$ cat config.mk
export PLATFORM = sky130hd
export DESIGN_NAME = nibble_rotate_unit
export DESIGN_NICKNAME = d
export VERILOG_FILES = /design/src/rtl/nibble_rotate_pkg.sv /design/src/rtl/nr_addr_match.sv /design/src/rtl/nr_tag_pipe.sv /design/src/rtl/nr_datapath.sv /design/src/rtl/nibble_rotate_unit.sv
export SDC_FILE = /design/constraint.sdc
export NUM_CORES = 1
export LEC_CHECK = 0
export ABC_AREA = 1
export BUFFER_PORTS_ARGS = -buffer_cell sky130_fd_sc_hd__buf_2
export CAP_MARGIN = 15
export CORE_MARGIN = 3
export CORE_UTILIZATION = 41
export CTS_BUF_LIST = sky130_fd_sc_hd__clkbuf_16
export CTS_CLUSTER_DIAMETER = 40
export DETAILED_ROUTE_END_ITERATION = 8
export PLACE_DENSITY = 0.86
export REMOVE_ABC_BUFFERS = 1
export SYNTH_ARGS = -nofsm -noshare
export SYNTH_HDL_FRONTEND = slang
export SYNTH_SLANG_ARGS = --single-unit
$ cat constraint.sdc
create_clock -name clk -period 2.3 [get_ports clk]
set_clock_uncertainty 0.2 [all_clocks]
set_input_delay 0.23 -clock clk [delete_from_list [all_inputs] [get_ports clk]]
set_output_delay 0.23 -clock clk [all_outputs]
set_load 0.05 [all_outputs]
$ cat src/rtl/nibble_rotate_pkg.sv
package nibble_rotate_pkg;

  typedef enum logic [1:0] {
    XM_PLAIN = 2'b00,
    XM_ROTL  = 2'b01,
    XM_ROTR  = 2'b10,
    XM_SWAP  = 2'b11
  } xmode_e;

  typedef struct packed {
    logic   hit;
    xmode_e mode;
  } xtag_t;

endpackage

$ cat src/rtl/nr_addr_match.sv
module nr_addr_match #(
  parameter int AW = 10,
  parameter logic [AW-1:0] SHIFT_ADDR = 10'h1FE
) (
  input  logic [AW-1:0] addr,
  input  logic          rd,
  input  logic          wr,
  output logic          hit
);

  // A combined strobe counts as a write, so its data is never transformed
  assign hit = rd && !wr && (addr == SHIFT_ADDR);

endmodule

$ cat src/rtl/nr_tag_pipe.sv
module nr_tag_pipe
  import nibble_rotate_pkg::*;
#(
  parameter int RD_LAT = 1
) (
  input  logic   clk,
  input  logic   rst,
  input  xtag_t  tag_in,
  output xtag_t  tag_out
);

  localparam xtag_t TAG_IDLE = '{hit: 1'b0, mode: XM_PLAIN};

  xtag_t stage [RD_LAT];

  generate
    for (genvar s = 0; s < RD_LAT; s++) begin : g_stage
      if (s == 0) begin : g_first
        always_ff @(posedge clk) begin
          if (rst) stage[s] <= TAG_IDLE;
          else     stage[s] <= tag_in;
        end
      end else begin : g_next
        always_ff @(posedge clk) begin
          if (rst) stage[s] <= TAG_IDLE;
          else     stage[s] <= stage[s-1];
        end
      end
    end
  endgenerate

  assign tag_out = stage[RD_LAT-1];

endmodule

$ cat src/rtl/nr_datapath.sv
module nr_datapath
  import nibble_rotate_pkg::*;
#(
  parameter int DW  = 16,
  parameter int ROT = 4
) (
  input  xtag_t         tag,
  input  logic [DW-1:0] din,
  output logic [DW-1:0] dout
);

  localparam int HALF = DW / 2;

  logic [DW-1:0] rot_l, rot_r, swapped;

  assign rot_l   = {din[DW-ROT-1:0], din[DW-1:DW-ROT]};
  assign rot_r   = {din[ROT-1:0], din[DW-1:ROT]};
  assign swapped = {din[HALF-1:0], din[DW-1:HALF]};

  always_comb begin
    dout = din;
    if (tag.hit) begin
      unique case (tag.mode)
        XM_PLAIN: dout = din;
        XM_ROTL:  dout = rot_l;
        XM_ROTR:  dout = rot_r;
        XM_SWAP:  dout = swapped;
        default:  dout = din;
      endcase
    end
  end

endmodule

$ cat src/rtl/nibble_rotate_unit.sv
module nibble_rotate_unit
  import nibble_rotate_pkg::*;
#(
  parameter int AW = 10,
  parameter int DW = 16,
  parameter int ROT = 4,
  parameter int RD_LAT = 1,
  parameter logic [AW-1:0] SHIFT_ADDR = 10'h1FE
) (
  input  logic          clk,
  input  logic          rst,
  input  logic [AW-1:0] cpu_addr,
  input  logic          cpu_wr,
  input  logic          cpu_rd,
  input  logic [DW-1:0] cpu_wdata,
  input  logic [1:0]    xform_mode,
  output logic [DW-1:0] ram_wdata,
  input  logic [DW-1:0] ram_rdata,
  output logic [DW-1:0] cpu_rdata
);

  logic  req_hit;
  xtag_t req_tag;
  xtag_t ret_tag;

  nr_addr_match #(.AW(AW), .SHIFT_ADDR(SHIFT_ADDR)) u_match (
    .addr (cpu_addr),
    .rd   (cpu_rd),
    .wr   (cpu_wr),
    .hit  (req_hit)
  );

  assign req_tag.hit  = req_hit;
  assign req_tag.mode = xmode_e'(xform_mode);

  nr_tag_pipe #(.RD_LAT(RD_LAT)) u_pipe (
    .clk     (clk),
    .rst     (rst),
    .tag_in  (req_tag),
    .tag_out (ret_tag)
  );

  nr_datapath #(.DW(DW), .ROT(ROT)) u_dp (
    .tag  (ret_tag),
    .din  (ram_rdata),
    .dout (cpu_rdata)
  );

  assign ram_wdata = cpu_wdata;

endmodule

Yosys cells after proc, flatten, opt, wreduce, memory -nomap -nowiden
Memory sizes are Yosys's and may differ from the RTL's.
Index checks and enable logic that the tools add are counted.
- register bits after elaboration: 0
- bits in writable memories: 3
- input bits: 48
- output and inout bits: 32
- word-level logic and storage cells: 17
- memories kept: 1
- equal/unequal tests: 4
- muxes and demuxes: 7
- reductions and logical operators: 5
- memory list (memory ; words ; bits a word ; rd ports ; clocked after memory_dff ; wr ports ; RTL line ; RTL):
    u_pipe.stage ; 1 ; 3 ; 1 ; 0 ; 1 ; nr_tag_pipe.sv:14 ; xtag_t stage [RD_LAT];
- operator list (cell ; count):
    $pmux W16 S4 ; 1
    $mux W16 ; 1
    $eq A10 B9 Y1 const B ; 1
    $eq A2 B2 Y1 const B ; 2
    $mux W1 ; 4
    $mux W3 ; 1
    $reduce_or A3 Y1 ; 1
    $eq A2 B1 Y1 const B ; 1
    $logic_and A1 B1 Y1 ; 2
    $logic_not A2 Y1 ; 1
    $logic_not A1 Y1 ; 1

Logic depth before layout (Yosys ltp)
Gate-level depths: netlist of the first run.
- word-level depth: 4
- mapped depth: 7
- mapped depth without buffers: 5

By module
Synthesis of the first run repeated with hierarchy kept, for this count alone.
- cell total of the unflattened synthesis: 182
- area, all modules: 923.4 um2
- by module, submodules not included (module ; times used ; cells each ; area an instance (um2) ; sequential area each (um2)):
    nr_datapath ; 1 ; 146 ; 675.6 ; 0.0
    nibble_rotate_unit ; 1 ; 16 ; 120.1 ; 0.0
    nr_tag_pipe ; 1 ; 9 ; 82.6 ; 60.1
    nr_addr_match ; 1 ; 11 ; 45.0 ; 0.0

Least setup slack after synthesis of the first run
No wires, ideal clock.
- kind: flip-flop to output port
- start: memory u_pipe.stage[0][1] in the netlist's numbering
- end: output port cpu_rdata[2]
- data arrival time: 1448 ps
- data required time: 1870 ps
- slack: 422 ps
- stages on the path, launching flop included: 8
- buffers on the path: 2
- cells stage by stage: dfxtp_1 buf_4 nor2_4 nor2_4 buf_6 nand2_1 nor2_1 nor2_1
- word-level cells in the longest chain between the ends: 4
- elaborated cells between the ends (all ways): 7
- classes of those cells: eq/ne (3); mux (2); reduce/logical (1); memory (1)
- ends and longest elaborated chain (what ; RTL line ; RTL):
    from (decl) ; nr_tag_pipe.sv:14 ;
    $mem_v2 Z1 W3 (*) ; n/a ;
    $eq A2 B2 Y1, or another cell as far along ; nr_datapath.sv:23 ; unique case (tag.mode)
    $pmux W16 S4 (*) ; nr_datapath.sv:23 ;
    $mux W16 (*) ; nr_datapath.sv:22 ; if (tag.hit) begin
    to (decl) ; nibble_rotate_unit.sv:19 ; output logic [DW-1:0] cpu_rdata
Mark *: on every way between the ends. The rest lies on a longest branch, timed or not.

Worst setup path in the final report of the first run
- start: memory u_pipe.stage[0][0] in the netlist's numbering
- end: output port cpu_rdata[4]
Same word-level chain as after synthesis.

==> summary by stage, run 1 <==
Timing
The final worst slack is 0.289 ns. The final critical path takes up 87.5% of the cycle. Setup violations remaining at the end of the flow were counted as 0. The number of hold-slack violations in the final timing report is 0. For the pin with the worst max-slew slack, the measured transition is 0.247 ns. The final count of pins violating max slew came to 0. For the finished layout, the period the worst path requires is 2.01 ns. In this run the tightest slew margin relative to its limit is 83.5%.

Derived from the worst setup path, the maximum achievable clock frequency is 497 MHz. Setup repair after global routing left no endpoint under its margin.

Floorplan
The initial utilization of the core area, before any placement, comes to 45.5%. The total area inside the core boundary comes to 2040 um^2. Measured along the x axis, the die boundary spans 53.6 um. The die outline height is 53.6 um. The total die area is 2870 um^2. The number of cell rows is 16. The count of boundary I/O pins is 80.

Worst setup path
The kind of critical path is flip-flop to primary output. The endpoint class of the critical path is a primary output. For the worst setup path, the data arrival time is 1.58 ns. The largest single stage delay on the critical path is 0.41 ns. The critical path goes through buf_4, inv_2, nand3_1, nand2_1, nor2_1, nor2_1, buf_2. At the worst endpoint, the required time is 1.87 ns. The worst setup path is launched from a flip-flop. By instance count, the cell type seen most on the critical path is sky130_fd_sc_hd__nor2_1. The largest individual stage delay along the critical path comes from the cell sky130_fd_sc_hd__dfxtp_1. The maximum fanout count along the critical path is 20.

Finish
The register with the most flip-flops in the layout has 3 of them. More flip-flops sit in one register than any other, and that register is u_pipe.stage. The post-route core utilization is 53.4%.

After the last flow step, the layout net total stands at 257. The fraction of final layout cells with drive strength greater than 1 is 28.8%. The number of diodes is 0. Relative to the synthesized area, the layout overhead comes to 17.4%. The filler cells instantiated in the layout total 233.

In the final layout, the registers with the most flip-flops are u_pipe.stage (3).

Clocking
The TritonCTS clock tree is built. The longest clock path from root to sink contains 2 buffers. The post-CTS setup repair buffer count is 0. The H-tree depth is 1.

The sink count of the clock tree is 3. Clock-pin slew was measured on the worst setup and hold paths at 0.03 ns. The number of hold-repair buffers added at the cts stage is 0. In this run the clock root is driven by a sky130_fd_sc_hd__clkbuf_16.

The quantity of gates resized following cts is 0. Counting the buffers created by CTS gives 3.

Power and ir drop
The overall power of the completed layout is 0.504 mW. The analysis attributes to cell leakage a power of 0.582 nW. VDD sags by at most 0.000525 V. Power spread over the standard cell area amounts to 463 nW/um^2.

Placement
The post-placement worst setup slack is 0.534 ns. The port buffer count is 47. The half-perimeter wire length after detailed placement is 1920 um.

The final RePlAce weighted congestion is 0.790.

Global routing
The via count of the first global-routing pass is 950. The first global-routing pass estimated 4150 um of wire. The combined global-route utilization of all metal layers is 19.5%. Entering global routing, the biggest net connects 22 pins. The initial antenna violation count came to 0. The final global-route overflow total is 0.

Routing
The number of vias per cell after detailed routing is 5.01. The via count of the routed design is 1,178. The detail route stage leaves a number of antenna-violating nets equal to 0. The number of remaining DRC errors is 0. The post-detailed-route wirelength per cell is 11.0 um.

The routed wire length is 2600 um. The number of iterations in the first detailed-routing pass is 4. The number of design-rule violations left by the first detailed-router iteration is 23.

Hold path
The worst min-delay path class is input pin to flip-flop.

Synthesis
The netlist area before placement is 928 um^2. The unique cell type count in the Yosys netlist is 12. The number of register bits inferred by synthesis is 3. Each instance of the synthesized netlist takes up on average 5.16 um^2. The gate count after technology mapping is 180. The sequential fraction of the synthesis area is 6.47%. During synthesis, Yosys emitted a total of 0 warnings.

Run status
The run finished with clean final reports.

Job
The tool flagged a number of max-cap violations equal to 0.
## Yosys cell counts
cell	instances	area share [%]
sky130_fd_sc_hd__nor3b_1	1	0.81
sky130_fd_sc_hd__nand4_1	1	0.67
sky130_fd_sc_hd__nor2_4	2	2.4
sky130_fd_sc_hd__nand2_1	35	14
sky130_fd_sc_hd__inv_1	5	2.0
sky130_fd_sc_hd__inv_2	2	0.81
sky130_fd_sc_hd__nor2_1	54	22
sky130_fd_sc_hd__nand3_1	48	26
sky130_fd_sc_hd__buf_2	2	1.1
sky130_fd_sc_hd__buf_6	5	6.1
sky130_fd_sc_hd__buf_4	22	18
sky130_fd_sc_hd__dfxtp_1	3	6.5
## metrics by stage
| stage | cell area, um^2 | TNS [ns] | hold slack [ns] | cells |
|---|---|---|---|---|
| 5_1_grt | 1090 | 0 | 0.0270 | 235 |
| 4_1_cts | 1090 | 0 | 0.0139 | 235 |
| 2_1_floorplan | 697 | -3.60 | 0.101 | 151 |
| 3_5_place_dp | 1010 | 0 | 0.223 | 231 |
| 6_report | 1090 | 0 | 0.0126 | 235 |
| 3_3_place_gp | 1010 | 0 | 0.222 | 231 |
## power by group
part / internal, mW / total, mW / switching [mW]
clock: 0.224 / 0.271 / 0.0471
combinational: 0.0555 / 0.176 / 0.120
sequential: 0.0544 / 0.0569 / 0.00253
total: 0.334 / 0.504 / 0.170
## worst paths after layout
kind	slack, ns	startpoint	depth (start not counted)	end
hold / removal	0.01	rst	2	u_pipe.stage[0][0]
setup / recovery	0.29	u_pipe.stage[0][0]	7	cpu_rdata[4]
## area by class of cell
| type | instances | area [um^2] | area share, % |
|---|---|---|---|
| Tap cell | 27 | 33.8 | 3.10 |
| Clock inverter | 1 | 3.75 | 0.344 |
| Clock buffer | 3 | 75.1 | 6.89 |
| Timing Repair Buffer | 53 | 280 | 25.7 |
| Multi-Input combinational cell | 141 | 611 | 56.0 |
| Inverter | 7 | 26.3 | 2.41 |
| Sequential cell | 3 | 60.1 | 5.51 |
## cell families (layout without fill, tap and decap cells)
group,after synthesis,count (layout),share of synthesized area (%)
buffers and inverters,36,64,27.8
DFF,3,3,6.47
and+or+nand+nor,141,141,65.8
## metal layers
metal / vias to the layer above / routed length [um] / track usage, %
met5: - / 0 / 6.25
met4: 0 / 0 / 5.11
met3: 0 / 411 / 8.31
met2: 81 / 1150 / 30.2
met1: 486 / 1030 / 24.1
li1: 611 / - / -
## placed cells by master (no fill, tap or decap), drive strengths merged
master and count:
nor2 56, inv 8, nand4 1, nand2 35, nor3b 1, nand3 48
dfxtp 3, clkbuf 3, buf 53
## critical path, delay by kind of cell, from the launching register on
| kind | cells | cell delay (ns) |
|---|---|---|
| AND/OR/NAND/NOR | 4 | 0.32 |
| flip-flops | 1 | 0.41 |
| buffers and inverters | 3 | 0.63 |
Note: power is estimated with default switching activity, not from simulation.
==> run 2: changes to the inputs <==
--- a/config.mk
+++ b/config.mk
@@ -13,6 +13,7 @@
 export CTS_BUF_LIST = sky130_fd_sc_hd__clkbuf_16
 export CTS_CLUSTER_DIAMETER = 40
 export DETAILED_ROUTE_END_ITERATION = 8
+export GPL_TIMING_DRIVEN = 0
 export PLACE_DENSITY = 0.86
 export REMOVE_ABC_BUFFERS = 1
 export SYNTH_ARGS = -nofsm -noshare
==> run 2 against run 1 <==
  * Sequential power rose by 23%
  * Non-clock buffer count fell by 4
  * Count of clock-buffer cells in the layout did not move
  * Global-route usage rose by 0.10 points
  * Flip-flop and latch count did not move
  * First-iteration DRC count rose by 4.3%
  * Cell count fell by 1.3%
  * Highest routed layer is now met4
  * Fmax fell by 5.2%
  * Cell area fell by 0.57%
  * Setup slack got worse by 0.11 ns
  * Critical endpoint is now cpu_rdata[8]
==> summary by stage, run 2 (synthesis results as in run 1) <==
Placement
The half-perimeter wire length after detailed placement was 1740 um (-9.3%). The instance count after placement with tap cells included is 225 (-2.6%). The final RePlAce weighted congestion is 0.749 (-5.2%). The post-placement worst setup slack came to -0.265 ns (-0.799 ns). The port buffer count was 47 (unchanged).

Power and ir drop
The net switching power of the design came to 0.173 mW (+1.9%). The switching share of power came to 34.4% (+0.63 points). The proportion of power drawn by combinational gates came to 31.5% (-3.4 points). The overall power of the completed layout is 0.505 mW (about the same).

The internal cell power is 0.331 mW (-0.87%). The clock group share of total power came to 54.6% (+0.8 points). The total leakage power is 0.565 nW (-3.1%). The sequential cell fraction of total power was 13.9% (+2.6 points). The worst vdd rail ir drop came to 0.000491 V (-6.4%).

The power per unit of standard cell area is 466 nW/um^2 (+0.66%).

Routing
The number of iterations in the first detailed-routing pass is 4 (unchanged). The number of remaining DRC errors came to 0 (unchanged). The routed wire length is 2580 um (-0.66%). The number of vias per cell after detailed routing is 5.01 (about the same).

The number of design-rule violations left by the first detailed-router iteration is 24 (+4.3%). The via count of the routed design was 1,163 (-1.3%). The post-detailed-route count of antenna-violating nets is 0 (unchanged).

The post-detailed-route wirelength per cell was 11.1 um (+0.63%).

Floorplan
The starting utilization of the core area is 45.5% (unchanged). The die outline height came to 53.6 um (unchanged). The total die area was 2870 um^2 (unchanged). The area of the core is 2040 um^2 (unchanged). The number of cell rows was 16 (unchanged). The count of boundary I/O pins is 80 (unchanged). The width of the die is 53.6 um (unchanged).

Finish
The number of flip-flops in the largest register is 3 (unchanged). The fraction of final layout cells with drive strength greater than 1 is 27.8% (-1.0 points). The count of placed standard cells in the final layout, fillers left out is 232 (-1.3%). Ranked by flip-flop count, first place goes to u_pipe.stage.

Relative to the synthesized area, the layout overhead comes to 16.7%. The total number of nets in the final design is 254 (-1.2%). Leaving out fill and tap cells, the most frequent cell in the layout is sky130_fd_sc_hd__nor2_1. The largest registers in the layout are u_pipe.stage (3). The library cells used most frequently in the layout, excluding fill and tap cells, are 54 x sky130_fd_sc_hd__nor2_1, 48 x sky130_fd_sc_hd__nand3_1, 47 x sky130_fd_sc_hd__buf_2.

The filler cell count in the final layout is 234 (+0.43%). The number of diodes is 0 (unchanged).

Job
The max-capacitance violation count is 0 (unchanged).

Timing
The worst-margin pin slew is 0.357 ns (+0.110 ns). Setup repair after global routing left no endpoint under its margin. The final critical delay including setup and external delays is 2.12 ns (+0.111 ns). The part of the cycle the worst path needs came to 92.3% (+4.8 points).

The number of hold-slack violations in the final timing report is 0 (unchanged). The final worst slack came to 0.178 ns (-0.111 ns). The worst slew margin relative to its limit came to 76.2% (-7.4 points). The achievable clock frequency is 471 MHz (-5.2%). The setup total negative slack was 0 ns (unchanged). The number of endpoints failing setup at the final stage is 0 (unchanged). The final count of pins violating max slew is 0 (unchanged). The worst hold margin is 0.0259 ns (+0.0132 ns).

Clocking
The H-tree depth came to 1 (unchanged). The CTS buffer count is 3 (unchanged). The clock transition at the register clock pins on the worst setup and hold paths after CTS is 0.03 ns (about the same). The cell chosen for the clock root is sky130_fd_sc_hd__clkbuf_16. TritonCTS built the clock tree.

The clock tree buffer depth is 2 (unchanged). The post-CTS setup repair buffer count is 0 (unchanged). The sink count of the clock tree is 3 (unchanged).

Worst setup path
The startpoint of the worst setup timing path is u_pipe.stage[0][1]. The worst setup path is captured at a primary output. The cell family contributing the most delay on the critical path is simple AND/OR/NAND/NOR gates. The buffer and inverter count on the worst path came to 1 (-2).

The arrival time at the worst endpoint was 1.69 ns (+0.11 ns). The maximum fanout count along the critical path is 34 (+70%). The critical path startpoint category is a flip-flop. The critical path goes through nor2_4, nor2_4, nor2_1, nor2_1, buf_2. The largest individual stage delay along the critical path comes from the cell sky130_fd_sc_hd__dfxtp_4. The required time at the endpoint of the critical path came to 1.87 ns (about the same).

The setup path with the least slack is of type flip-flop to primary output. The maximum cell stage delay along the critical path came to 0.55 ns (+0.14 ns).

Global routing
The final global-route overflow total is 0 (unchanged). The initial antenna violation count is 0 (unchanged). The largest net degree at the start of global routing was 35 (+59%). The via count of the first global-routing pass was 979 (+3.1%). The combined global-route utilization of all metal layers is 19.6% (+0.10 points).

The global-route wire length before repair is 4200 um (+1.2%).

Hold path
The launch instance of the worst min-delay path is xform_mode[0]. The tightest min-delay check is of the input pin to flip-flop type.

Run status
The flow ran to the end, and the final reports show no timing, DRC or antenna violations.
-- run 2: power by group through the flow --
stage / Sequential [mW] / Clock [mW] / Combinational (mW)
after floorplan: 0.0680 / 0 / 0.0985
after global placement: 0.0715 / 0 / 0.153
after detailed placement: 0.0715 / 0 / 0.154
after CTS: 0.0706 / 0.280 / 0.159
after global routing: 0.0719 / 0.286 / 0.175
final: 0.0701 / 0.275 / 0.159
-- run 2: routing by layer --
layer / wire, um / share of wire, % / vias to the layer above / GRT usage (%)
met5: 0 / 0 / - / 6.25
met4: 22 / 0.85 / 0 / 6.38
met3: 339 / 13 / 2 / 8.31
met2: 1070 / 42 / 75 / 29.4
met1: 1150 / 44 / 477 / 24.5
li1: - / - / 609 / -
-- run 2: repair_timing --
action / 4_1_cts / 5_1_grt
hold buffers: 2 / 0
gates resized for setup: 4 / 1
pin swaps: 1 / 0
cloned: 1 / 0
endpoints found under the setup margin: 16 / 16
endpoints found under the hold margin: 2 / 0
-- run 2: area by class of cell --
class | count | area (um^2) | area share, %
clock inverters | 1 | 3.75 | 0.346
flip-flops and latches | 3 | 67.6 | 6.24
inverters | 7 | 26.3 | 2.42
well taps | 27 | 33.8 | 3.12
repair buffers | 49 | 255 | 23.6
clock buffers | 3 | 75.1 | 6.93
multi-input cells | 142 | 622 | 57.4
-- run 2: path summary, 6_finish.rpt --
check | slack, ns | cells past startpoint | endpoint
max | 0.18 | 5 | cpu_rdata[8]
min | 0.03 | 3 | u_pipe.stage[0][0]
-- run 2: metrics by stage --
stage          utilization [%]  cell area [um^2]
6_report                  53.1              1080
5_1_grt                   53.1              1080
4_1_cts                   52.9              1080
3_5_place_dp              47.3               966
3_3_place_gp              47.3               966
2_1_floorplan                -               697
-- run 2: worst min-delay path, delay by kind of cell --
family                 cells  cell delay (ns)
buffers and inverters      2             0.14
and+or+nand+nor            1             0.04
==> run 3: changes to the inputs <==
--- a/config.mk
+++ b/config.mk
@@ -6,15 +6,14 @@
 export NUM_CORES = 1
 export LEC_CHECK = 0
 export ABC_AREA = 1
-export BUFFER_PORTS_ARGS = -buffer_cell sky130_fd_sc_hd__buf_2
 export CAP_MARGIN = 15
 export CORE_MARGIN = 3
-export CORE_UTILIZATION = 41
+export CORE_UTILIZATION = 45
 export CTS_BUF_LIST = sky130_fd_sc_hd__clkbuf_16
 export CTS_CLUSTER_DIAMETER = 40
 export DETAILED_ROUTE_END_ITERATION = 8
+export DONT_BUFFER_PORTS = 1
 export GPL_TIMING_DRIVEN = 0
-export PLACE_DENSITY = 0.86
 export REMOVE_ABC_BUFFERS = 1
 export SYNTH_ARGS = -nofsm -noshare
 export SYNTH_HDL_FRONTEND = slang
==> constraint.sdc (replaced) <==
create_clock -name clk -period 2.3 [get_ports clk]
set_clock_uncertainty 0.2 [all_clocks]
set_input_delay 0.46 -clock clk [delete_from_list [all_inputs] [get_ports clk]]
set_output_delay 0.46 -clock clk [all_outputs]
set_load 0.05 [all_outputs]
==> run 3 against run 2 <==
  * Count of clock-buffer cells in the layout stayed put
  * Via count is 3.9% lower
  * Utilization increased by 2.5 points
  * Clock power hardly changed
  * First-iteration DRC count fell by 13%
  * Flip-flop and latch count stayed put
  * Combinational power decreased by 17%
  * Critical path type unchanged
==> summary by stage, run 3 (synthesis results as in run 1) <==
Run status
The run finished with clean final reports.

Finish
The number of diodes is 0 (unchanged). Compared with the post-synthesis result, the final layout area differs by 10.1%. The library cells used most frequently in the layout, excluding fill and tap cells, are 48 x sky130_fd_sc_hd__nand3_1, 38 x sky130_fd_sc_hd__nor2_1, 35 x sky130_fd_sc_hd__nand2_1. The area taken by multi-input logic gates came to 742 um^2 (+19%). The number of flip-flops in the largest register is 3 (unchanged).

The fraction of final layout cells with drive strength greater than 1 is 20.7% (-7.1 points). The sequential cell area in the final layout is 67.6 um^2 (unchanged). The total number of nets in the final design was 213 (-16%). The filler cell count in the final layout was 194 (-17%). The largest registers in the layout are u_pipe.stage (3). The most common cell after layout, fill and taps aside is sky130_fd_sc_hd__nand3_1.

Ranked by flip-flop count, first place goes to u_pipe.stage.

Worst setup path
The required time at the endpoint of the critical path was 1.64 ns (-0.23 ns). The maximum cell stage delay along the critical path is 0.56 ns (about the same). The arrival time at the worst endpoint is 1.54 ns (-0.15 ns). STA classifies the critical path endpoint as a primary output.

On the critical path, the stage with the largest delay is an instance of sky130_fd_sc_hd__dfxtp_4. The buffer and inverter count on the worst path is 1 (unchanged). STA classifies the critical path startpoint as a flip-flop. The cell family contributing the most delay on the critical path is simple AND/OR/NAND/NOR gates. The most numerous cell type found on the critical path is sky130_fd_sc_hd__nor2_4.

The critical path goes through nor2_4, nor2_4, buf_4, nor2_1, nor2_4. The maximum fanout count along the critical path is 34 (unchanged). The kind of critical path is flip-flop to primary output.

Timing
The number of endpoints failing setup at the final stage is 0 (unchanged). Setup repair after global routing left no endpoint under its margin. The final critical delay including setup and external delays is 2.20 ns (+0.0812 ns).

The worst slew margin relative to its limit is 76.3% (+0.13 points). The achievable clock frequency is 454 MHz (-3.7%). The final count of pins violating max slew is 0 (unchanged). The worst hold margin is 0.0957 ns (+0.0698 ns). The number of hold-slack violations in the final timing report is 0 (unchanged). The final worst slack came to 0.0967 ns (-0.0812 ns).

The part of the cycle the worst path needs is 95.8% (+3.5 points). The setup total negative slack came to 0 ns (unchanged). The worst-margin pin slew is 0.356 ns (-0.00103 ns).

Floorplan
The count of boundary I/O pins is 80 (unchanged). The number of cell rows is 15 (-1). The width of the die is 51.4 um (-4.0%). The total die area is 2640 um^2 (-7.9%).

The area of the core is 1840 um^2 (-9.9%). The starting utilization of the core area is 50.5% (+5.0 points). The die outline height came to 51.4 um (-4.0%).

Global routing
The combined global-route utilization of all metal layers is 22.3% (+2.8 points). The global-route wire length before repair is 4600 um (+9.5%). The final global-route overflow total is 0 (unchanged). The via count of the first global-routing pass is 1,107 (+13%). The initial antenna violation count is 0 (unchanged). The largest net degree at the start of global routing was 35 (unchanged).

Clocking
The H-tree depth is 1 (unchanged). The sink count of the clock tree was 3 (unchanged). The CTS buffer count is 3 (unchanged). The clock transition at the register clock pins on the worst setup and hold paths after CTS is 0.03 ns (about the same). The cell chosen for the clock root is sky130_fd_sc_hd__clkbuf_16. The number of hold-repair buffers added at the cts stage came to 0 (-2). The TritonCTS clock tree is built.

The clock tree buffer depth is 2 (unchanged).

Placement
The post-placement worst setup slack is -0.821 ns (-0.556 ns). The final RePlAce weighted congestion came to 0.800 (+6.8%). The port buffer count was 0 (-100%).

Power and ir drop
The power per unit of standard cell area is 463 nW/um^2 (-0.59%). The worst vdd rail ir drop is 0.000411 V (-16%). The total leakage power came to 0.441 nW (-22%).

Routing
The post-detailed-route count of antenna-violating nets is 0 (unchanged). The number of iterations in the first detailed-routing pass came to 4 (unchanged). The routed wire length is 2870 um (+11%). The via count of the routed design is 1,118 (-3.9%). The number of design-rule violations left by the first detailed-router iteration is 21 (-13%). The number of vias per cell after detailed routing is 5.92 (+18%). The number of remaining DRC errors is 0 (unchanged).

The post-detailed-route wirelength per cell is 15.2 um (+37%).

Hold path
The worst min-delay path class is input pin to flip-flop.

Job
The max-capacitance violation count is 0 (unchanged).
[run 3: changes by cell type in the layout (fill, tap and decap cells not counted), sizes merged]
cell,before,now
buf,47,8
dlygate4sd3,2,0
[run 3: layout make-up]
type / count / area share (%)
Clock buffer: 3 / 7.34
Timing Repair Buffer: 8 / 7.47
Multi-Input combinational cell: 142 / 72.6
Tap cell: 25 / 3.06
Inverter: 7 / 2.57
Sequential cell: 3 / 6.61
Clock inverter: 1 / 0.367
[run 3: path summary, 6_finish.rpt]
check                              start                 end  slack [ns]  cells past startpoint
worst max-delay path  u_pipe.stage[0][0]       cpu_rdata[12]         0.1                      5
worst min-delay path                 rst  u_pipe.stage[0][0]         0.1                      1
[run 3: through the flow]
step                      std cells  utilization [%]  instance area, um^2  total power, mW
after global routing            189             55.6                 1020            0.495
final                           189             55.6                 1020            0.473
after CTS                       185             53.1                  976            0.475
after global placement          176             39.6                  728            0.177
after detailed placement        176             39.6                  728            0.178
after floorplan                 151                -                  697            0.166
[run 3: layer usage]
layer / GRT usage [%] / part of all wire [%]
met1: 21.4 / 38
met2: 41.1 / 49
met3: 11.4 / 13
met4: 6.55 / 0
met5: 0 / 0
[run 3: power by group]
part	switching [mW]	internal (mW)
logic	0.0965	0.0355
registers	0.0146	0.0535
clock network	0.0486	0.224
[run 3: repair_timing]
action,4_1_cts,5_1_grt
endpoints found under the setup margin,16,16
buffers inserted,4,4
resized for setup,37,0
gates cloned,1,0
pin swaps,1,1
